--- config.mk ---
export PLATFORM = sky130hd
export DESIGN_NAME = intlog_writer
export DESIGN_NICKNAME = d
export VERILOG_FILES = /design/src/rtl/intlog_pkg.sv /design/src/rtl/intlog_queue.sv /design/src/rtl/intlog_seq.sv /design/src/rtl/intlog_writer.sv
export SDC_FILE = /design/constraint.sdc
export NUM_CORES = 1
export LEC_CHECK = 0
export ABC_CLOCK_PERIOD_IN_PS = 3800
export BUFFER_PORTS_ARGS = -buffer_cell sky130_fd_sc_hd__buf_4
export CAP_MARGIN = 20
export CORE_MARGIN = 1.5
export CORE_UTILIZATION = 43
export CTS_BUF_LIST = sky130_fd_sc_hd__clkbuf_16
export DETAILED_ROUTE_END_ITERATION = 8
export GPL_TIMING_DRIVEN = 0
export HOLD_SLACK_MARGIN = 0.1
export SLEW_MARGIN = 20
export SYNTH_ARGS = -nofsm -noshare
export SYNTH_HDL_FRONTEND = slang
export SYNTH_HIERARCHICAL = 1
export SYNTH_SLANG_ARGS = --single-unit
--- constraint.sdc ---
create_clock -name clk -period 3.8 [get_ports clk]
set_input_delay 0.19 -clock clk [delete_from_list [all_inputs] [get_ports clk]]
set_output_delay 0.19 -clock clk [all_outputs]
set_load 0.02 [all_outputs]
--- src/rtl/intlog_pkg.sv ---
package intlog_pkg;
    localparam int DATA_W = 16;
    localparam int ADDR_W = 16;

    typedef logic [DATA_W-1:0] word_t;
    typedef logic [ADDR_W-1:0] addr_t;

    typedef struct packed {
        word_t status;
        addr_t ref_ptr;
    } evt_t;

    typedef enum logic [1:0] {
        ST_IDLE,
        ST_PUT_STATUS,
        ST_PUT_REF,
        ST_GET_LINK
    } seq_state_e;

    function automatic word_t ref_to_word(addr_t a);
        return word_t'(a);
    endfunction

    function automatic addr_t link_to_addr(word_t w);
        return w[ADDR_W-1:0];
    endfunction
endpackage

--- src/rtl/intlog_queue.sv ---
module intlog_queue
    import intlog_pkg::*;
#(
    parameter int DEPTH = 4
) (
    input  logic clk,
    input  logic rst,
    input  logic push,
    input  evt_t push_data,
    input  logic pop,
    output evt_t pop_data,
    output logic not_empty,
    output logic overflow
);
    localparam int IDX_W = (DEPTH > 1) ? $clog2(DEPTH) : 1;
    localparam int CNT_W = $clog2(DEPTH + 1);

    evt_t             slots [DEPTH];
    logic [IDX_W-1:0] wr_idx;
    logic [IDX_W-1:0] rd_idx;
    logic [CNT_W-1:0] count;
    logic             full;
    logic             accept;
    logic             take;

    assign full      = (count == CNT_W'(DEPTH));
    assign not_empty = (count != '0);
    assign take      = pop && not_empty;
    assign accept    = push && (!full || take);
    assign pop_data  = slots[rd_idx];

    always_ff @(posedge clk) begin
        if (rst) begin
            wr_idx   <= '0;
            rd_idx   <= '0;
            count    <= '0;
            overflow <= 1'b0;
        end else begin
            if (accept) begin
                slots[wr_idx] <= push_data;
                wr_idx <= (wr_idx == IDX_W'(DEPTH - 1)) ? '0 : wr_idx + 1'b1;
            end
            if (take) begin
                rd_idx <= (rd_idx == IDX_W'(DEPTH - 1)) ? '0 : rd_idx + 1'b1;
            end
            case ({accept, take})
                2'b10:   count <= count + 1'b1;
                2'b01:   count <= count - 1'b1;
                default: count <= count;
            endcase
            if (push && !accept) begin
                overflow <= 1'b1;
            end
        end
    end

    assert_pop_nonempty_R10: assert property (@(posedge clk) disable iff (rst)
        pop |-> not_empty);
    assert_count_bound_R10: assert property (@(posedge clk) disable iff (rst)
        count <= CNT_W'(DEPTH));
    assert_no_overflow_R11: assert property (@(posedge clk) disable iff (rst)
        (push && full && !pop) |=> overflow);
    assert_sticky_R11: assert property (@(posedge clk) disable iff (rst)
        overflow |=> overflow);
endmodule

--- src/rtl/intlog_seq.sv ---
module intlog_seq
    import intlog_pkg::*;
(
    input  logic  clk,
    input  logic  rst,
    input  logic  q_valid,
    input  evt_t  q_data,
    output logic  q_pop,
    input  logic  host_we,
    input  addr_t host_wdata,
    output addr_t list_ptr,
    output logic  busy,
    output logic  mem_req,
    output logic  mem_we,
    output addr_t mem_addr,
    output word_t mem_wdata,
    input  logic  mem_ack,
    input  word_t mem_rdata
);
    seq_state_e state;
    evt_t       cur;
    addr_t      base;
    logic       host_pend;
    logic       done;

    assign q_pop = (state == ST_IDLE) && q_valid;
    assign busy  = (state != ST_IDLE);
    assign done  = mem_req && mem_ack;

    always_comb begin
        mem_req   = 1'b0;
        mem_we    = 1'b0;
        mem_addr  = base;
        mem_wdata = '0;
        case (state)
            ST_PUT_STATUS: begin
                mem_req   = 1'b1;
                mem_we    = 1'b1;
                mem_wdata = cur.status;
            end
            ST_PUT_REF: begin
                mem_req   = 1'b1;
                mem_we    = 1'b1;
                mem_addr  = base + addr_t'(1);
                mem_wdata = ref_to_word(cur.ref_ptr);
            end
            ST_GET_LINK: begin
                mem_req  = 1'b1;
                mem_addr = base + addr_t'(2);
            end
            default: ;
        endcase
    end

    always_ff @(posedge clk) begin
        if (rst) begin
            state     <= ST_IDLE;
            cur       <= '0;
            base      <= '0;
            list_ptr  <= '0;
            host_pend <= 1'b0;
        end else begin
            case (state)
                ST_IDLE: begin
                    if (q_valid) begin
                        cur   <= q_data;
                        base  <= host_we ? host_wdata : list_ptr;
                        state <= ST_PUT_STATUS;
                    end
                end
                ST_PUT_STATUS: if (done) state <= ST_PUT_REF;
                ST_PUT_REF:    if (done) state <= ST_GET_LINK;
                ST_GET_LINK:   if (done) state <= ST_IDLE;
                default:       state <= ST_IDLE;
            endcase

            if (host_we) begin
                list_ptr <= host_wdata;
            end else if (state == ST_GET_LINK && done && !host_pend) begin
                list_ptr <= link_to_addr(mem_rdata);
            end

            if (state == ST_GET_LINK && done) begin
                host_pend <= 1'b0;
            end else if (host_we && state != ST_IDLE) begin
                host_pend <= 1'b1;
            end
        end
    end

    assert_req_hold_R5: assert property (@(posedge clk) disable iff (rst)
        (mem_req && !mem_ack) |=> (mem_req && $stable(mem_addr) && $stable(mem_we)
                                   && $stable(mem_wdata)));
    assert_link_load_R6: assert property (@(posedge clk) disable iff (rst)
        (mem_req && mem_ack && !mem_we && !host_we && !host_pend)
        |=> (list_ptr == $past(mem_rdata[ADDR_W-1:0])));
    assert_host_wins_R8: assert property (@(posedge clk) disable iff (rst)
        (mem_req && mem_ack && !mem_we && host_pend && !host_we) |=> $stable(list_ptr));
endmodule

--- src/rtl/intlog_writer.sv ---
module intlog_writer
    import intlog_pkg::*;
#(
    parameter int QUEUE_DEPTH = 4
) (
    input  logic        clk,
    input  logic        rst,
    input  logic        evt_valid,
    input  logic [15:0] evt_status,
    input  logic [15:0] evt_ref,
    input  logic        host_ptr_we,
    input  logic [15:0] host_ptr_wdata,
    output logic [15:0] list_ptr,
    output logic        busy,
    output logic        overflow,
    output logic        mem_req,
    output logic        mem_we,
    output logic [15:0] mem_addr,
    output logic [15:0] mem_wdata,
    input  logic        mem_ack,
    input  logic [15:0] mem_rdata
);
    evt_t in_evt;
    evt_t head_evt;
    logic head_valid;
    logic head_pop;

    assign in_evt.status  = evt_status;
    assign in_evt.ref_ptr = evt_ref;

    intlog_queue #(.DEPTH(QUEUE_DEPTH)) u_queue (
        .clk       (clk),
        .rst       (rst),
        .push      (evt_valid),
        .push_data (in_evt),
        .pop       (head_pop),
        .pop_data  (head_evt),
        .not_empty (head_valid),
        .overflow  (overflow)
    );

    intlog_seq u_seq (
        .clk        (clk),
        .rst        (rst),
        .q_valid    (head_valid),
        .q_data     (head_evt),
        .q_pop      (head_pop),
        .host_we    (host_ptr_we),
        .host_wdata (host_ptr_wdata),
        .list_ptr   (list_ptr),
        .busy       (busy),
        .mem_req    (mem_req),
        .mem_we     (mem_we),
        .mem_addr   (mem_addr),
        .mem_wdata  (mem_wdata),
        .mem_ack    (mem_ack),
        .mem_rdata  (mem_rdata)
    );

    assert_busy_end_R9: assert property (@(posedge clk) disable iff (rst)
        $fell(busy) |-> $past(mem_req && mem_ack && !mem_we));
endmodule

==> results_tabular.tex <==
\begin{tabular}{lr}
\hline
Metric & Value \\
\hline
\multicolumn{2}{l}{\textbf{Logic synthesis}} \\
Share of the synthesized area in compound gates (AO/OA/AOI/OAI) & 10.3\% \\
Portion of synthesized cell area occupied by the leading cell type & 44.9\% \\
Simple-gate portion of the synthesized area & 8.92\% \\
Prevailing post-synth register cell & sky130\_fd\_sc\_hd\_\_edfxtp\_1 \\
Share of synthesized cell area in full adder, half adder and majority cells & 1.99\% \\
Seq cells post-synth & 205 \\
Mux share of post-synthesis cell area & 12.6\% \\
Count of flip-flops with a built-in enable after synthesis & 128 \\
Nets in the synthesized netlist & 729 \\
Most area-consuming cells after synthesis & sky130\_fd\_sc\_hd\_\_edfxtp\_1, sky130\_fd\_sc\_hd\_\_dfxtp\_1, sky130\_fd\_sc\_hd\_\_mux4\_2 \\
Number of distinct library cell variants in the gate-level netlist after synthesis & 46 \\
Combinational family with the most area after synthesis & multiplexers \\
Mapped Area & 8570 sq um \\
Seq/Total Area, Yosys & 62.9\% \\
Share of flip-flops with an asynchronous set or reset & 0\% \\
Xor/xnor share of the synthesized area & 0.204\% \\
Largest area contributor in the netlist & sky130\_fd\_sc\_hd\_\_edfxtp\_1 \\
Count of mapped cells out of synthesis & 647 \\
Post-synthesis area per instance & 13.2 sq um \\
Number of warnings printed during yosys synthesis & 6 \\
\multicolumn{2}{l}{\textbf{Timing}} \\
Crit path setup slack, layout & 0.601 ns \\
Transition time of the tightest slew-check pin & 0.674 ns \\
Smallest hold slack & 0.105 ns \\
Max\_slew headroom & 55.0\% \\
Final Hold Fails & 0 \\
Unrepaired setup endpoints after global routing & no \\
Worst clock skew & 0.00856 ns \\
Final period utilization & 84.2\% \\
Final count of negative-setup-slack endpoints & 0 \\
FMAX & 313 MHz \\
Min Tclk post-route & 3.20 ns \\
Count of pins over their slew limit & 0 \\
\multicolumn{2}{l}{\textbf{Clocking}} \\
Buffers inserted by post-CTS timing repair & 0 \\
Clock sink count & 205 \\
CTS Root Buffer Type & sky130\_fd\_sc\_hd\_\_clkbuf\_16 \\
CTS H-tree depth & 1 \\
Post-CTS clock slew at the launch and capture registers of the worst setup and hold paths & 0.06 ns \\
Post-cts repair resize count & 0 \\
Max clock buf depth & 3 \\
Source-to-sink clock delay at the later pin of the worst-skew pair & 0.51 ns \\
Number of buffers added by the clock tree synthesis step & 22 \\
CTS tree & yes \\
\multicolumn{2}{l}{\textbf{Cells and area}} \\
Most common cell after layout, fill and taps aside & sky130\_fd\_sc\_hd\_\_edfxtp\_1 \\
Commonest cells after routing, fill and taps aside & sky130\_fd\_sc\_hd\_\_edfxtp\_1, sky130\_fd\_sc\_hd\_\_buf\_4, sky130\_fd\_sc\_hd\_\_dfxtp\_1 \\
Post-layout utilization of the core & 57.9\% \\
Proportion of layout cells with a drive suffix above 1 & 23.9\% \\
Multi-input gate area & 2920 sq um \\
Layout filler cell count & 1,603 \\
Post-layout instance area & 11,300 sq um \\
Number of antenna repair diodes & 0 \\
Area taken by flip-flops and latches & 5390 sq um \\
Final \#Nets & 948 \\
Area growth from synthesis to layout & 31.9\% \\
\multicolumn{2}{l}{\textbf{Floorplan}} \\
Area of the die & 20,800 sq um \\
Ports placed on the boundary & 121 \\
Overall die height & 144 microns \\
Row count & 51 \\
Placeable core region & 19,500 sq um \\
Starting utilization of the core area & 43.9\% \\
Floorplan die width & 144 microns \\
\multicolumn{2}{l}{\textbf{Setup path}} \\
Arrival time of the worst setup path & 3.40 ns \\
Category of the most critical setup path & flip-flop to flip-flop \\
Startpoint kind of the worst setup timing path & flip-flop \\
Count of cells along the worst register-to-register path & 9 \\
Largest driver fanout on the critical path & 22 \\
Worst endpoint required time & 4.00 ns \\
Element type at the critical path end & flip-flop \\
Reg2reg setup slack & 0.60 ns \\
\multicolumn{2}{l}{\textbf{Job}} \\
Max Cap Violations & 0 \\
\multicolumn{2}{l}{\textbf{Detailed routing}} \\
Avg Vias per Cell & 5.36 \\
Via count & 6,147 \\
Count of routing violations after the opening detailed-route iteration & 320 \\
DRT antenna net count & 0 \\
Drt total wl & 21,800 microns \\
Average wire per cell in the routed design & 19.0 microns \\
Residual DRC count & 0 \\
Drt pass-1 iters & 5 \\
\multicolumn{2}{l}{\textbf{Placed design}} \\
Pre-CTS WS & 0.619 ns \\
Last weighted congestion value of the routability-driven placer & 0.819 \\
Post-DP HPWL & 14,800 microns \\
Post-DP Area & 9870 sq um \\
Number of buffers inserted by port buffering & 118 \\
\multicolumn{2}{l}{\textbf{Global route}} \\
Grt ovf & 0 \\
Initial antenna violation count & 0 \\
Number of global-route vias before repair & 6,213 \\
Wire length of the first global-routing pass & 33,300 microns \\
Total routing usage reported by global routing & 21.0\% \\
Largest net degree at the start of global routing & 25 \\
\multicolumn{2}{l}{\textbf{Power and ir drop}} \\
Worst VDD drop & 394 uV \\
LEAKAGE & 4.13 nW \\
Power density over cell area & 567 nW/um\^{}2 \\
\multicolumn{2}{l}{\textbf{Run status}} \\
Run status & finished clean \\
\multicolumn{2}{l}{\textbf{Worst hold path}} \\
Hold path cells & 3 \\
Class of the worst hold path & input pin to flip-flop \\
\hline
\end{tabular}
==> synth_stat cells (5+ instances only) <==
cell type,instances
sky130_fd_sc_hd__ha_1,12
sky130_fd_sc_hd__nand2_1,71
sky130_fd_sc_hd__nor2_1,46
sky130_fd_sc_hd__mux4_2,32
sky130_fd_sc_hd__a31oi_1,9
sky130_fd_sc_hd__nand3_1,6
sky130_fd_sc_hd__buf_2,13
sky130_fd_sc_hd__inv_1,12
sky130_fd_sc_hd__dfxtp_1,77
sky130_fd_sc_hd__mux2i_1,36
sky130_fd_sc_hd__clkbuf_1,17
sky130_fd_sc_hd__a22oi_1,17
sky130_fd_sc_hd__a21oi_1,47
sky130_fd_sc_hd__a211oi_1,35
sky130_fd_sc_hd__edfxtp_1,128
sky130_fd_sc_hd__o21ai_1,6
sky130_fd_sc_hd__o31ai_1,6
sky130_fd_sc_hd__buf_1,9
sky130_fd_sc_hd__buf_6,5
sky130_fd_sc_hd__nor2b_1,18
==> worst max-delay path, cell delays in order, from the launching register on <==
cell and delay [ns]:
sky130_fd_sc_hd__dfxtp_1 0.51, sky130_fd_sc_hd__or3_1 0.23, sky130_fd_sc_hd__nand2_1 0.18, sky130_fd_sc_hd__inv_2 0.09, sky130_fd_sc_hd__buf_2 0.19, sky130_fd_sc_hd__buf_1 0.48
sky130_fd_sc_hd__nor4b_2 0.17, sky130_fd_sc_hd__nor3_1 0.28, sky130_fd_sc_hd__and2_2 0.49, sky130_fd_sc_hd__buf_12 0.26
==> where the power goes <==
| group | leakage [nW] | internal [mW] | total (mW) | switching [mW] |
|---|---|---|---|---|
| clock network | 0.363 | 1.19 | 2.05 | 0.856 |
| logic | 1.98 | 0.676 | 1.59 | 0.915 |
| registers | 1.79 | 2.58 | 2.77 | 0.188 |
| total | 4.13 | 4.45 | 6.41 | 1.96 |
==> worst paths after layout <==
path / endpoint / startpoint
worst max register to register: u_queue/slots[2][26] / u_queue/count[1]
worst min-delay path: u_seq/base[15] / host_ptr_wdata[15]
worst max-delay path: u_queue/slots[2][26] / u_queue/count[1]
worst min register to register: u_seq/cur[20] / u_seq/cur[20]
==> through the flow <==
step	std cells	total power, mW	setup TNS [ns]
2_1_floorplan	647	3.76	0
3_3_place_gp	1030	4.28	-19.91
3_5_place_dp	1034	4.33	0
4_1_cts	1147	6.45	0
5_1_grt	1147	6.71	0
6_report	1147	6.41	0
==> logic make-up (layout without fill, tap and decap cells) <==
kind of cell    count (synthesis)  after routing
fa+ha+maj                      13             13
flops                         205            205
simple gates                  167            167
buf+inv                        58            293
compound gates                134            134
xor+xnor                        2              2
mux                            68             68
==> cell type report <==
class	count	area share, %
timing repair buffer	195	15.0
multi-input combinational	384	25.8
clock buffer	22	4.87
sequential	205	47.7
buffer	44	1.94
tap	265	2.93
clock inverter	18	1.30
inverter	14	0.465
==> repair_timing <==
| action | 4_1_cts | 5_1_grt |
|---|---|---|
| hold buffers | 73 | 0 |
| hold endpoints to repair | 158 | 0 |
| setup endpoints to repair | 0 | 0 |
==> metal layers <==
layer,share of wire (%),global-route usage (%),up-vias
met4,3.6,7.76,0
met5,0,0,-
met3,6.1,3.87,43
met2,50,37.6,214
li1,-,-,2888
met1,40,25.3,3002
==> sequential cells by signal (all words and copies together) (netlist names), named ones only <==
name              flops
u_queue/count         3
u_seq/state           2
u_seq/host_pend       1
u_queue/slots       128
u_seq/base           16
u_queue/overflow      1
u_queue/rd_idx        2
u_seq/list_ptr       16
u_seq/cur            32
u_queue/wr_idx        2
Power figures use the tool's default switching activity.
